<file path="src/rtl/smt_pkg.sv">
package smt_pkg;
  localparam int N_THR  = 2;
  localparam int N_PORT = 4;
  localparam int BUSY_W = $clog2(N_PORT + 1);

  localparam logic [1:0] U_INT = 2'd0;
  localparam logic [1:0] U_FPU = 2'd1;
  localparam logic [1:0] U_LSU = 2'd2;
  localparam logic [1:0] U_BAD = 2'd3;

  localparam int P_INT0 = 0;
  localparam int P_FPU  = 1;
  localparam int P_LSU  = 2;
  localparam int P_INT1 = 3;
endpackage

</file>
<file path="src/rtl/smt_thread_ctx.sv">
module smt_thread_ctx #(
  parameter int TAG_W = 8,
  parameter int PC_W  = 16
) (
  input  logic             clk,
  input  logic             rst_n,
  input  logic             halt,
  input  logic             fetch_ok,
  input  logic             fe_valid,
  input  logic [1:0]       fe_unit,
  input  logic [TAG_W-1:0] fe_tag,
  input  logic             grant,
  output logic             fe_ready,
  output logic             req,
  output logic [1:0]       slot_unit,
  output logic [TAG_W-1:0] slot_tag,
  output logic [PC_W-1:0]  pc_q,
  output logic             wb_valid,
  output logic [TAG_W-1:0] wb_tag
);
  logic slot_v;

  assign req      = slot_v && !halt;
  assign fe_ready = !halt && fetch_ok && (!slot_v || grant);

  always_ff @(posedge clk or negedge rst_n) begin
    if (!rst_n) begin
      slot_v    <= 1'b0;
      slot_unit <= '0;
      slot_tag  <= '0;
      pc_q      <= '0;
    end else if (fe_valid && fe_ready) begin
      slot_v    <= 1'b1;
      slot_unit <= fe_unit;
      slot_tag  <= fe_tag;
      pc_q      <= pc_q + PC_W'(1);
    end else if (grant) begin
      slot_v <= 1'b0;
    end
  end

  always_ff @(posedge clk or negedge rst_n) begin
    if (!rst_n) begin
      wb_valid <= 1'b0;
      wb_tag   <= '0;
    end else begin
      wb_valid <= grant;
      if (grant) wb_tag <= slot_tag;
    end
  end

  assert_pc_hold_R3: assert property (@(posedge clk) disable iff (!rst_n)
    !(fe_valid && fe_ready) |=> $stable(pc_q));
  assert_pc_step_R3: assert property (@(posedge clk) disable iff (!rst_n)
    (fe_valid && fe_ready) |=> pc_q == $past(pc_q) + PC_W'(1));
  assert_stall_keep_R7: assert property (@(posedge clk) disable iff (!rst_n)
    (slot_v && !grant) |=> slot_v && $stable(slot_tag) && $stable(slot_unit));
endmodule

</file>
<file path="src/rtl/smt_unit_arb.sv">
module smt_unit_arb
  import smt_pkg::*;
#(
  parameter bit DUAL_INT = 1'b0
) (
  input  logic              clk,
  input  logic              rst_n,
  input  logic [N_THR-1:0]  halt,
  input  logic [N_THR-1:0]  req,
  input  logic [1:0]        unit_a,
  input  logic [1:0]        unit_b,
  output logic [N_THR-1:0]  grant,
  output logic [N_THR-1:0]  fetch_ok,
  output logic              conflict,
  output logic [N_PORT-1:0] port_valid,
  output logic [N_PORT-1:0] port_thr
);
  logic turn_q, prio_q, share_int, int_pair;

  generate
    if (DUAL_INT) begin : g_twin
      assign share_int = (unit_a == U_INT) && (unit_b == U_INT);
    end else begin : g_single
      assign share_int = 1'b0;
    end
  endgenerate

  assign conflict = req[0] && req[1] && (unit_a == unit_b) && !share_int;
  assign grant[0] = req[0] && (!conflict || !prio_q);
  assign grant[1] = req[1] && (!conflict ||  prio_q);
  assign int_pair = grant[0] && grant[1] && share_int;

  assign fetch_ok[0] = !turn_q || halt[1];
  assign fetch_ok[1] =  turn_q || halt[0];

  always_ff @(posedge clk or negedge rst_n) begin
    if (!rst_n) begin
      turn_q <= 1'b0;
      prio_q <= 1'b0;
    end else begin
      turn_q <= !turn_q;
      if (conflict) prio_q <= !prio_q;
    end
  end

  always_comb begin
    port_valid = '0;
    port_thr   = '0;
    if (grant[0] && unit_a != U_BAD) begin
      port_valid[unit_a] = 1'b1;
      port_thr[unit_a]   = 1'b0;
    end
    if (grant[1] && unit_b != U_BAD) begin
      if (int_pair) begin
        port_valid[P_INT1] = 1'b1;
        port_thr[P_INT1]   = 1'b1;
      end else begin
        port_valid[unit_b] = 1'b1;
        port_thr[unit_b]   = 1'b1;
      end
    end
  end

  // checker state: winner of the previous conflict
  logic last_win_q, seen_q;
  always_ff @(posedge clk or negedge rst_n) begin
    if (!rst_n) begin
      last_win_q <= 1'b0;
      seen_q     <= 1'b0;
    end else if (conflict) begin
      last_win_q <= grant[1];
      seen_q     <= 1'b1;
    end
  end

  assert_one_winner_R5: assert property (@(posedge clk) disable iff (!rst_n)
    conflict |-> $onehot(grant));
  assert_first_win_R6: assert property (@(posedge clk) disable iff (!rst_n)
    (conflict && !seen_q) |-> grant[0]);
  assert_rr_alternate_R6: assert property (@(posedge clk) disable iff (!rst_n)
    (conflict && seen_q) |-> !grant[last_win_q]);
  assert_grant_routed_R4: assert property (@(posedge clk) disable iff (!rst_n)
    $countones(port_valid) == $countones(grant));
endmodule

</file>
<file path="src/rtl/smt_util_count.sv">
module smt_util_count
  import smt_pkg::*;
#(
  parameter int CNT_W   = 16,
  parameter int N_UNITS = 3
) (
  input  logic              clk,
  input  logic              rst_n,
  input  logic [N_PORT-1:0] port_valid,
  input  logic              conflict,
  output logic [BUSY_W-1:0] busy_now,
  output logic [BUSY_W-1:0] idle_now,
  output logic [CNT_W-1:0]  conflict_total
);
  always_comb begin
    busy_now = '0;
    for (int p = 0; p < N_PORT; p++) busy_now = busy_now + BUSY_W'(port_valid[p]);
  end

  assign idle_now = BUSY_W'(N_UNITS) - busy_now;

  always_ff @(posedge clk or negedge rst_n) begin
    if (!rst_n)        conflict_total <= '0;
    else if (conflict) conflict_total <= conflict_total + CNT_W'(1);
  end

  assert_conflict_tally_R11: assert property (@(posedge clk) disable iff (!rst_n)
    conflict |=> conflict_total == $past(conflict_total) + CNT_W'(1));
  assert_conflict_quiet_R11: assert property (@(posedge clk) disable iff (!rst_n)
    !conflict |=> $stable(conflict_total));
endmodule

</file>
<file path="src/rtl/smt_issue_arbiter.sv">
module smt_issue_arbiter
  import smt_pkg::*;
#(
  parameter int TAG_W    = 8,
  parameter int PC_W     = 16,
  parameter int CNT_W    = 16,
  parameter bit DUAL_INT = 1'b0
) (
  input  logic                    clk,
  input  logic                    rst_n,
  input  logic [1:0]              halt,
  input  logic [1:0]              fe_valid,
  output logic [1:0]              fe_ready,
  input  logic [3:0]              fe_unit,
  input  logic [2*TAG_W-1:0]      fe_tag,
  output logic [2*PC_W-1:0]       pc_out,
  output logic [3:0]              iss_valid,
  output logic [3:0]              iss_thread,
  output logic [4*TAG_W-1:0]      iss_tag,
  output logic [1:0]              wb_valid,
  output logic [2*TAG_W-1:0]      wb_tag,
  output logic [2:0]              busy_now,
  output logic [2:0]              idle_now,
  output logic                    conflict_now,
  output logic [CNT_W-1:0]        conflict_total
);
  localparam int N_UNITS = DUAL_INT ? 4 : 3;

  logic [N_THR-1:0] fetch_ok, req, grant;
  logic [1:0]       slot_unit [N_THR];
  logic [TAG_W-1:0] slot_tag  [N_THR];

  generate
    for (genvar t = 0; t < N_THR; t++) begin : g_thr
      smt_thread_ctx #(.TAG_W(TAG_W), .PC_W(PC_W)) u_ctx (
        .clk      (clk),
        .rst_n    (rst_n),
        .halt     (halt[t]),
        .fetch_ok (fetch_ok[t]),
        .fe_valid (fe_valid[t]),
        .fe_unit  (fe_unit[2*t +: 2]),
        .fe_tag   (fe_tag[t*TAG_W +: TAG_W]),
        .grant    (grant[t]),
        .fe_ready (fe_ready[t]),
        .req      (req[t]),
        .slot_unit(slot_unit[t]),
        .slot_tag (slot_tag[t]),
        .pc_q     (pc_out[t*PC_W +: PC_W]),
        .wb_valid (wb_valid[t]),
        .wb_tag   (wb_tag[t*TAG_W +: TAG_W])
      );
    end
  endgenerate

  smt_unit_arb #(.DUAL_INT(DUAL_INT)) u_arb (
    .clk       (clk),
    .rst_n     (rst_n),
    .halt      (halt),
    .req       (req),
    .unit_a    (slot_unit[0]),
    .unit_b    (slot_unit[1]),
    .grant     (grant),
    .fetch_ok  (fetch_ok),
    .conflict  (conflict_now),
    .port_valid(iss_valid),
    .port_thr  (iss_thread)
  );

  generate
    for (genvar p = 0; p < N_PORT; p++) begin : g_port
      assign iss_tag[p*TAG_W +: TAG_W] = iss_valid[p] ? slot_tag[iss_thread[p]] : '0;
    end
  endgenerate

  smt_util_count #(.CNT_W(CNT_W), .N_UNITS(N_UNITS)) u_cnt (
    .clk           (clk),
    .rst_n         (rst_n),
    .port_valid    (iss_valid),
    .conflict      (conflict_now),
    .busy_now      (busy_now),
    .idle_now      (idle_now),
    .conflict_total(conflict_total)
  );

  assert_single_fetch_R2: assert property (@(posedge clk) disable iff (!rst_n)
    (halt == 2'b00) |-> !(fe_ready[0] && fe_ready[1]));
  assert_halt_silent_t0_R9: assert property (@(posedge clk) disable iff (!rst_n)
    halt[0] |-> !(|(iss_valid & ~iss_thread)) && !fe_ready[0]);
  assert_halt_silent_t1_R9: assert property (@(posedge clk) disable iff (!rst_n)
    halt[1] |-> !(|(iss_valid & iss_thread)) && !fe_ready[1]);
  assert_unit_code_t0_R4: assert property (@(posedge clk) disable iff (!rst_n)
    fe_valid[0] |-> fe_unit[1:0] != U_BAD);
  assert_unit_code_t1_R4: assert property (@(posedge clk) disable iff (!rst_n)
    fe_valid[1] |-> fe_unit[3:2] != U_BAD);
  assert_wb_t0_R10: assert property (@(posedge clk) disable iff (!rst_n)
    (|(iss_valid & ~iss_thread)) |=> wb_valid[0]);
  assert_wb_t1_R10: assert property (@(posedge clk) disable iff (!rst_n)
    (|(iss_valid & iss_thread)) |=> wb_valid[1]);
endmodule

</file>
<file path="config.mk">
export PLATFORM = sky130hd
export DESIGN_NAME = smt_issue_arbiter
export DESIGN_NICKNAME = d
export VERILOG_FILES = /design/src/rtl/smt_pkg.sv /design/src/rtl/smt_thread_ctx.sv /design/src/rtl/smt_unit_arb.sv /design/src/rtl/smt_util_count.sv /design/src/rtl/smt_issue_arbiter.sv
export SDC_FILE = /design/constraint.sdc
export NUM_CORES = 1
export LEC_CHECK = 0
export ABC_AREA = 0
export BUFFER_PORTS_ARGS = -buffer_cell sky130_fd_sc_hd__clkbuf_2
export CORE_MARGIN = 2
export CORE_UTILIZATION = 46
export DETAILED_ROUTE_END_ITERATION = 10
export GPL_ROUTABILITY_DRIVEN = 0
export PLACE_DENSITY = 0.76
export SLEW_MARGIN = 0
export SYNTH_ARGS = -nofsm -noshare
export SYNTH_HDL_FRONTEND = slang
export SYNTH_SLANG_ARGS = --single-unit
</file>
<file path="constraint.sdc">
create_clock -name clk -period 2.5 [get_ports clk]
set_input_delay 0.125 -clock clk [delete_from_list [all_inputs] [get_ports clk]]
set_output_delay 0.125 -clock clk [all_outputs]
set_load 0.05 [all_outputs]
</file>
==> flow_summary.yaml, run 1 <==
placed_design:
  place_ws_ps: -90.4
  hpwlAfterDp_um: 7990
  io_buffer_count: 130
routing:
  wire_per_inst_um: 16.2
  avgViaCountPerCell: 5.21
  ant_nets: 0
  vias: 3545
  dr.pass1.iters: 4
  drc: 0
  routed_wl_um: 11000
  drt_iter0_markers: 87
critical_path:
  crit_buf_inv: 2
  cpPeakStageDelay_ps: 450
  end_kind: "primary output"
  worstSetupPathType: "flop to primary output"
  crit_family: "adder cells"
  cp.required_ps: 2380
  crit_chain: "nor3b_4, a311oi_2, nor2b_2, or2_4, ha_4, fa_2, ha_4, clkinvlp_4, clkbuf_16"
  crit_fanout: 4
  crit_path_start_kind: "flop"
  critPathArrivalTime_ps: 2760
  cpMostUsedCell: "ha_4"
  crit_slowest_cell: "dfrtp_2"
sta:
  drv_slew: 0
  fin_ws_ps: -385
  hold_viol_final: 0
  period_needed_ps: 2880
  worst_pin_slew_ps: 1040
  fin_crit_sh: 1.15
  fin_setup_tns_ps: -1440
  rsz0062_at_grt: "true"
  timing.hold.ws_ps: 22.8
  fmax_ghz: 0.347
  clock_skew_ps: 11.0
  relSlewSlack: 0.301
  setup_viol: 6
grt:
  grt_pass1_vias: 3488
  antenna_found_initial: 0
  globalRouteOverflowTotal: 0
  grt_max_degree: 61
  grt_pass1_wl_um: 17400
  track_usage: 0.213
layout:
  antenna_cells: 0
  area_delta_synth_final_pct: 34.3
  nNetsFinal: 580
  layout-drive-gt1-share: 0.440
synth:
  yosys_warnings: 0
  synth_top_area_share: 0.511
  ys_ff_latch: 90
  synth_top_family_by_area: "simple AND/OR/NAND/NOR gates"
  synth_mux_area_frac: 0.104
  ys_seq_area_frac: 0.511
  synth.area.top_cells: "dfrtp_1 (51%), xor2_1 (6.6%), mux2_2 (5.6%)"
  syn_area_per_cell_um2: 11.9
  synth_edf_count: 0
  ys_types: 42
  ys.flop_type: "dfrtp_1"
  synthAdderAreaFrac: 0.0188
  synth_top_cell_by_area: "dfrtp_1"
  synth_xor_area_frac: 0.0994
  async_flop_share: 1.00
  syn_inst: 370
  synth_compound_area_frac: 0.0597
  syn_area_mm2: 0.00440
  yosys.area_share.simple: 0.154
clock_network:
  ctsLongestPathBuffers: 2
  cts_root_buffer: "clkbuf_8"
  cts.sinks: 90
  cts_max_level: 3
  cts_buffers: 9
  cts_tree: "yes"
  clk_pin_slew_ps: 80
  clkLatencyLatePin_ps: 350
outcome:
  status: "finished, violations left"
  violations: "setup timing"
pwr:
  power_density_mw_per_mm2: 955
  ir_worst_vdd_uv: 516
  p_leak_nw: 3.00
flow_run:
  max-cap-violations: 0
floorplanning:
  fp.dieW_um: 102
  pin_count: 141
  num_rows: 35
  die_h_um: 102
  core-area_mm2: 0.00928
  start_util: 0.474
  die_area_mm2: 0.0104
min_path:
  worstHoldPathType: "primary input to flop"
==> layer usage <==
metal,part of all wire,track usage,up-vias
li1,-,-,1649
met1,0.43,0.270,1751
met2,0.50,0.365,133
met3,0.058,0.0410,12
met4,0.013,0.0738,0
met5,0,0,-
==> sequential cells by signal (all words and copies together), names as in the netlist <==
signal and count:
u_cnt.conflict_total 16, g_thr.u_ctx.slot_tag 16, g_thr.u_ctx.slot_unit 4, u_arb.prio_q 1
g_thr.u_ctx.wb_tag 16, u_arb.turn_q 1, g_thr.u_ctx.slot_v 2, g_thr.u_ctx.pc_q 32
g_thr.u_ctx.wb_valid 2
==> worst paths after layout <==
| kind | start | endpoint | slack [ps] | cells after the start |
|---|---|---|---|---|
| setup / recovery | u_arb.prio_q$_DFFE_PN0N_ | idle_now[1] | -380 | 9 |
| hold / removal | fe_tag[0] | g_thr[0].u_ctx.slot_tag[0]$_DFFE_PN0P_ | 20 | 2 |
| setup reg to reg | g_thr[0].u_ctx.slot_unit[1]$_DFFE_PN0P_ | g_thr[1].u_ctx.slot_tag[7]$_DFFE_PN0P_ | 180 | 5 |
| hold reg to reg | u_arb.turn_q$_DFF_PN0_ | u_arb.turn_q$_DFF_PN0_ | 480 | 1 |
| max in group asynchronous | rst_n | u_cnt.conflict_total[6]$_DFFE_PN0N_ | 1420 | 3 |
| min in group asynchronous | rst_n | g_thr[1].u_ctx.wb_tag[3]$_DFFE_PN0P_ | 390 | 2 |
==> final cells by class <==
| class | count | area (um2) |
|---|---|---|
| Clock buffer | 10 | 128 |
| Clock inverter | 5 | 56.3 |
| Fill cell | 750 | 3370 |
| Inverter | 12 | 48.8 |
| Multi-Input combinational cell | 250 | 2060 |
| Sequential cell | 90 | 2260 |
| Tap cell | 129 | 161 |
| Timing Repair Buffer | 185 | 1200 |
==> kinds of logic (layout without fill, tap and decap cells) <==
| kind of cell | count (synthesis) | after routing |
|---|---|---|
| AND/OR/NAND/NOR | 115 | 115 |
| flip-flops | 90 | 90 |
| XOR/XNOR | 50 | 50 |
| buffers and inverters | 40 | 212 |
| multiplexers | 38 | 38 |
| AO/OA/AOI/OAI | 30 | 30 |
| adder cells (fa/ha/maj) | 6 | 6 |
| other | 1 | 11 |
==> power breakdown <==
group / internal (W) / switching (W)
Clock: 0.000456 / 0.000502
Combinational: 0.000847 / 0.00174
Sequential: 0.00177 / 0.000332
==> cell usage after synthesis, types with 4 or more instances <==
cell type / count
dfrtp_1: 90
xor2_1: 33
a22o_1: 24
mux2_2: 22
nand2_1: 18
xnor2_1: 17
buf_4: 16
nor3_1: 16
nand4_1: 14
inv_1: 12
nand3_1: 12
nor4_1: 10
buf_2: 8
mux2_1: 8
mux2_4: 8
and4_1: 7
nor2_1: 6
ha_1: 5
and2_1: 4
nand2b_1: 4
nor2b_1: 4
nor3b_1: 4
nor4b_1: 4
==> what timing repair did <==
item,CTS,global route
gates resized for setup,18,6
endpoints found under the hold margin,67,1
setup buffers,3,2
pin swaps,12,1
hold buffers,11,1
setup endpoints to repair,6,6
==> per-stage QoR <==
stage | total power [W] | area [um2] | util | std cells
6_report | 0.00565 | 5920 | 0.637 | 681
3_3_place_gp | 0.00453 | 5480 | 0.591 | 649
5_1_grt | 0.00593 | 5920 | 0.637 | 681
3_5_place_dp | 0.00460 | 5480 | 0.591 | 649
2_1_floorplan | 0.00388 | 4570 | - | 380
4_1_cts | 0.00564 | 5880 | 0.633 | 678
==> cell usage in the layout (no fill, tap or decap), types with 8 or more instances in the layout <==
| cell type | instances |
|---|---|
| mux2_2 | 22 |
| nor3_1 | 16 |
| nor4_1 | 10 |
| dfrtp_1 | 85 |
| mux2_4 | 8 |
| clkbuf_8 | 9 |
| clkbuf_2 | 123 |
| nand2_1 | 18 |
| nand3_1 | 12 |
| a22o_1 | 24 |
| mux2_1 | 8 |
| inv_1 | 9 |
| xor2_1 | 32 |
| buf_4 | 40 |
| dlygate4sd3_1 | 12 |
| conb_1 | 11 |
| xnor2_1 | 15 |
| nand4_1 | 14 |
Power figures use the tool's default switching activity.
==> run 2, diff against run 1 <==
- REMOVE_ABC_BUFFERS: not set -> 1
==> run 2 against run 1 <==
Compared with the run above: the run still ends with setup timing left; sequential power about the same; maximum frequency up 0.80%; sequential share of layout area down 0.16 points; final cell count down 0.15%; combinational power down 2%; final area up 0.25%; clock power up 16%; global-route usage up 0.33 points; flip-flop and latch count unchanged; total power up 1.7%; critical path type unchanged.
==> flow_summary.yaml, run 2 (synthesis results as in run 1) <==
sta:
  rsz0062_at_grt: "true"
  drv_slew: 0
  fin_crit_sh: 1.14
  clock_skew_ps: 15.4
  fin_setup_tns_ps: -1540
  setup_viol: 6
  fin_ws_ps: -362
  fmax_ghz: 0.349
  timing.hold.ws_ps: 15.6
  worst_pin_slew_ps: 729
  hold_viol_final: 0
  period_needed_ps: 2860
  relSlewSlack: 0.514
critical_path:
  worstSetupPathType: "flop to primary output"
  critPathArrivalTime_ps: 2740
  crit_fanout: 2
  r2r_setup_slack_ps: 220
  crit_slowest_cell: "dfrtp_1"
  end_kind: "primary output"
  crit_buf_inv: 2
  crit_chain: "nor3b_2, a311oi_2, and2_4, or2_4, ha_4, fa_2, ha_4, buf_6, buf_12"
  cp.required_ps: 2380
  crit_family: "adder cells"
  crit_path_start_kind: "flop"
  cpPeakStageDelay_ps: 400
  cpMostUsedCell: "ha_4"
routing:
  dr.pass1.iters: 4
  ant_nets: 0
  wire_per_inst_um: 16.4
  vias: 3584
  avgViaCountPerCell: 5.27
  drt_iter0_markers: 143
  drc: 0
  routed_wl_um: 11100
clock_network:
  cts_tree: "yes"
  cts_root_buffer: "clkbuf_8"
  cts.sinks: 90
  clkLatencyLatePin_ps: 360
  clk_pin_slew_ps: 90
  cts_buffers: 9
  cts_max_level: 3
  ctsLongestPathBuffers: 2
layout:
  layout-drive-gt1-share: 0.425
  area_delta_synth_final_pct: 34.7
  layout_common_cells: "clkbuf_2 (123), dfrtp_1 (88), xor2_1 (33), buf_4 (33), a22o_1 (24)"
  final_common_cell: "clkbuf_2"
  largest_register_ff_count: 32
  fillCellCount: 737
  nNetsFinal: 578
  finish.utilization: 0.639
  seqCellArea_mm2: 0.00225
  fin_area_mm2: 0.00593
  antenna_cells: 0
  multi_input_area_mm2: 0.00206
  top_register: "g_thr.u_ctx.pc_q"
min_path:
  worstHoldPathType: "primary input to flop"
outcome:
  violations: "setup timing"
  status: "finished, violations left"
pwr:
  p_leak_nw: 3.00
  ir_worst_vdd_uv: 600
  power_density_mw_per_mm2: 969
grt:
  track_usage: 0.216
  grt_max_degree: 59
  globalRouteOverflowTotal: 0
  grt_pass1_wl_um: 17500
  grt_pass1_vias: 3514
  antenna_found_initial: 0
placed_design:
  placed_area_mm2: 0.00534
  hpwlAfterDp_um: 7740
  io_buffer_count: 130
  place_ws_ps: -259
floorplanning:
  pin_count: 141
  fp.dieW_um: 102
  die_h_um: 102
  num_rows: 35
  die_area_mm2: 0.0104
  start_util: 0.474
  core-area_mm2: 0.00928
flow_run:
  max-cap-violations: 0
## run 2: cell count changes in the layout (fill, tap and decap cells not counted), moves of 2 or more
cell | before | now
inv_1 | 9 | 11
dfrtp_1 | 85 | 88
buf_4 | 40 | 33
dlygate4sd3_1 | 12 | 17
dfrtp_2 | 5 | 2
## run 2: per-layer routing
| layer | GRT usage | vias up | wire length (um) | share of wire |
|---|---|---|---|---|
| met5 | 0 | - | 0 | 0 |
| met4 | 0.103 | 0 | 423 | 0.038 |
| met3 | 0.0397 | 34 | 633 | 0.057 |
| met2 | 0.341 | 155 | 5390 | 0.48 |
| met1 | 0.291 | 1746 | 4710 | 0.42 |
| li1 | - | 1649 | - | - |
## run 2: layout make-up
type / count / share of cell area
inverter: 12 / 0.00759
timing repair buffer: 183 / 0.200
clock inverter: 6 / 0.0150
sequential: 90 / 0.380
tap: 129 / 0.0272
clock buffer: 10 / 0.0232
multi-input combinational: 250 / 0.347
## run 2: what timing repair did
action / CTS / global route
cloned: 0 / 0
endpoints found under the setup margin: 6 / 7
gates resized for setup: 22 / 13
endpoints found under the hold margin: 72 / 1
pin swaps: 12 / 3
hold buffers: 16 / 1
buffers inserted: 4 / 3
## run 2: path summary, 6_finish.rpt
kind | from | endpoint | cells after the start
hold reg to reg | u_arb.turn_q$_DFF_PN0_ | u_arb.turn_q$_DFF_PN0_ | 1
min in group asynchronous | rst_n | g_thr[1].u_ctx.pc_q[15]$_DFFE_PN0P_ | 2
max in group asynchronous | rst_n | g_thr[0].u_ctx.slot_unit[1]$_DFFE_PN0P_ | 3
hold / removal | fe_tag[15] | g_thr[1].u_ctx.slot_tag[7]$_DFFE_PN0P_ | 2
setup reg to reg | g_thr[1].u_ctx.slot_unit[0]$_DFFE_PN0P_ | g_thr[0].u_ctx.wb_tag[4]$_DFFE_PN0P_ | 6
setup / recovery | u_arb.prio_q$_DFFE_PN0N_ | busy_now[1] | 9
## run 2: worst register-to-register path: cells and delay by family (launching register included)
| kind | cells | cell delay [ps] |
|---|---|---|
| xor+xnor | 1 | 190 |
| simple gates | 2 | 750 |
| mux | 1 | 380 |
| flops | 1 | 410 |
| buf+inv | 2 | 460 |
## run 2: stage by stage
step	std cells	power, W
global route	680	0.00600
floorplan	352	0.00376
detailed placement	641	0.00449
finish	680	0.00575
global placement	641	0.00443
CTS	676	0.00571
## run 2: power breakdown
| group | internal, W | switching [W] |
|---|---|---|
| logic | 0.000794 | 0.00176 |
| clock network | 0.000592 | 0.000521 |
| registers | 0.00177 | 0.000309 |
| total | 0.00316 | 0.00259 |
==> run 3, diff against run 2 <==
- GPL_TIMING_DRIVEN: not set -> 0
==> run 3 against run 2 <==
Compared with the run above: sequential power barely moved; setup slack got worse by 53 ps; the flow still finishes with violations (setup timing); first-iteration DRC count rose by 24%.
==> flow_summary.yaml, run 3 (synthesis results as in run 1) <==
clock_network:
  clk_pin_slew_ps: 90
  ctsLongestPathBuffers: 2
  clkLatencyLatePin_ps: 350
  cts_buffers: 9
  cts_max_level: 3
  cts.sinks: 90
  cts_root_buffer: "clkbuf_8"
  cts_tree: "yes"
routing:
  dr.pass1.iters: 4
  avgViaCountPerCell: 5.30
  vias: 3519
  drt_iter0_markers: 177
  routed_wl_um: 11300
  ant_nets: 0
  wire_per_inst_um: 17.0
  drc: 0
layout:
  layout-drive-gt1-share: 0.441
  final_common_cell: "clkbuf_2"
  antenna_cells: 0
  final_cell_count_no_fill: 664
  finish.utilization: 0.626
  layout_common_cells: "clkbuf_2 (123), dfrtp_1 (85), xor2_1 (32)"
  top_register: "g_thr.u_ctx.pc_q"
  area_delta_synth_final_pct: 32.0
  nNetsFinal: 562
  largest_register_ff_count: 32
critical_path:
  end_kind: "primary output"
  crit_end: "busy_now[1]"
  r2r-start: "g_thr[1].u_ctx.slot_unit[0]$_DFFE_PN0P_"
  worstSetupPathType: "flop to primary output"
  crit_fanout: 4
  r2r_end: "g_thr[0].u_ctx.slot_unit[1]$_DFFE_PN0P_"
  r2r_setup_slack_ps: 110
  critPathArrivalTime_ps: 2790
  rr_worst_depth: 6
  crit_path_start: "g_thr[0].u_ctx.slot_v$_DFFE_PN0P_"
  crit_path_start_kind: "flop"
  cp.required_ps: 2380
placed_design:
  place_ws_ps: -848
  io_buffer_count: 130
  dp.cells: 612
  hpwlAfterDp_um: 7400
sta:
  fin_crit_sh: 1.17
  hold_viol_final: 0
  clock_skew_ps: 14.5
  period_needed_ps: 2920
  worst_pin_slew_ps: 868
  setup_viol: 6
  drv_slew: 0
  relSlewSlack: 0.413
  fmax_ghz: 0.343
  rsz0062_at_grt: "true"
  fin_ws_ps: -415
grt:
  grt_pass1_wl_um: 17300
  grt_max_degree: 56
  track_usage: 0.215
  grt_pass1_vias: 3429
  globalRouteOverflowTotal: 0
  antenna_found_initial: 0
flow_run:
  max-cap-violations: 0
floorplanning:
  die_h_um: 102
  fp.dieW_um: 102
  core-area_mm2: 0.00928
  num_rows: 35
  pin_count: 141
  die_area_mm2: 0.0104
  start_util: 0.474
pwr:
  ir_worst_vdd_uv: 559
  power_density_mw_per_mm2: 966
  p_leak_nw: 2.91
outcome:
  status: "finished, violations left"
  violations: "setup timing"
min_path:
  worstHoldPathType: "primary input to flop"
==> run 3: power breakdown <==
group	switching (W)	total [W]	internal (W)
Combinational	0.00176	0.00253	0.000774
Sequential	0.000327	0.00210	0.00177
Clock	0.000514	0.000981	0.000467
Total	0.00260	0.00562	0.00301
==> run 3: area by class of cell <==
class                      instances  area, um2
sequential                        90       2260
clock buffer                      10        128
inverter                          12       45.0
tap                              129        161
clock inverter                     6       65.1
multi-input combinational        250       2110
timing repair buffer             167       1040
fill                             763       3470
==> run 3: repair_timing <==
item	4_1_cts	5_1_grt
cloned	0	0
resized for setup	44	14
hold endpoints to repair	42	3
setup buffers	21	4
endpoints found under the setup margin	45	6
pin swaps	11	9
hold buffers	8	3
==> run 3: how the worst min path moves through the flow <==
| stage | end | startpoint | cells past startpoint | slack [ps] |
|---|---|---|---|---|
| after detailed placement | g_thr[1].u_ctx.pc_q[15]$_DFFE_PN0P_ | rst_n | 1 | 160 |
| after global routing | g_thr[0].u_ctx.slot_unit[0]$_DFFE_PN0P_ | fe_unit[0] | 2 | 4 |
| final | g_thr[1].u_ctx.slot_unit[0]$_DFFE_PN0P_ | fe_unit[2] | 2 | 20 |
| after floorplan | g_thr[0].u_ctx.pc_q[0]$_DFFE_PN0P_ | rst_n | 0 | -170 |
| after CTS | g_thr[1].u_ctx.slot_tag[0]$_DFFE_PN0P_ | fe_tag[8] | 2 | 2 |
| after global placement | g_thr[1].u_ctx.slot_unit[0]$_DFFE_PN0P_ | fe_unit[2] | 2 | 360 |
==> run 3: worst max-delay path, cell delays in order (launching register included) <==
cell      delay [ps]
dfrtp_1          430
nor3b_4          270
a311oi_2         170
and2_4           180
or2_4            270
ha_4             230
fa_2             420
ha_4             300
clkbuf_8         180
==> run 3: metrics by stage <==
step / hold slack (ps) / TNS (ps) / power [W] / area [um2]
2_1_floorplan: -171 / -9550 / 0.00376 / 4260
3_3_place_gp: 358 / -4210 / 0.00426 / 5070
3_5_place_dp: 156 / -5470 / 0.00432 / 5100
4_1_cts: 1.80 / -1420 / 0.00554 / 5710
5_1_grt: 4.24 / -2380 / 0.00586 / 5810
6_report: 16.5 / -1980 / 0.00562 / 5810
==> run 3: routing by layer <==
metal	GRT usage	share of wire
met1	0.285	0.42
met2	0.345	0.49
met3	0.0417	0.061
met4	0.0985	0.034
met5	0	0
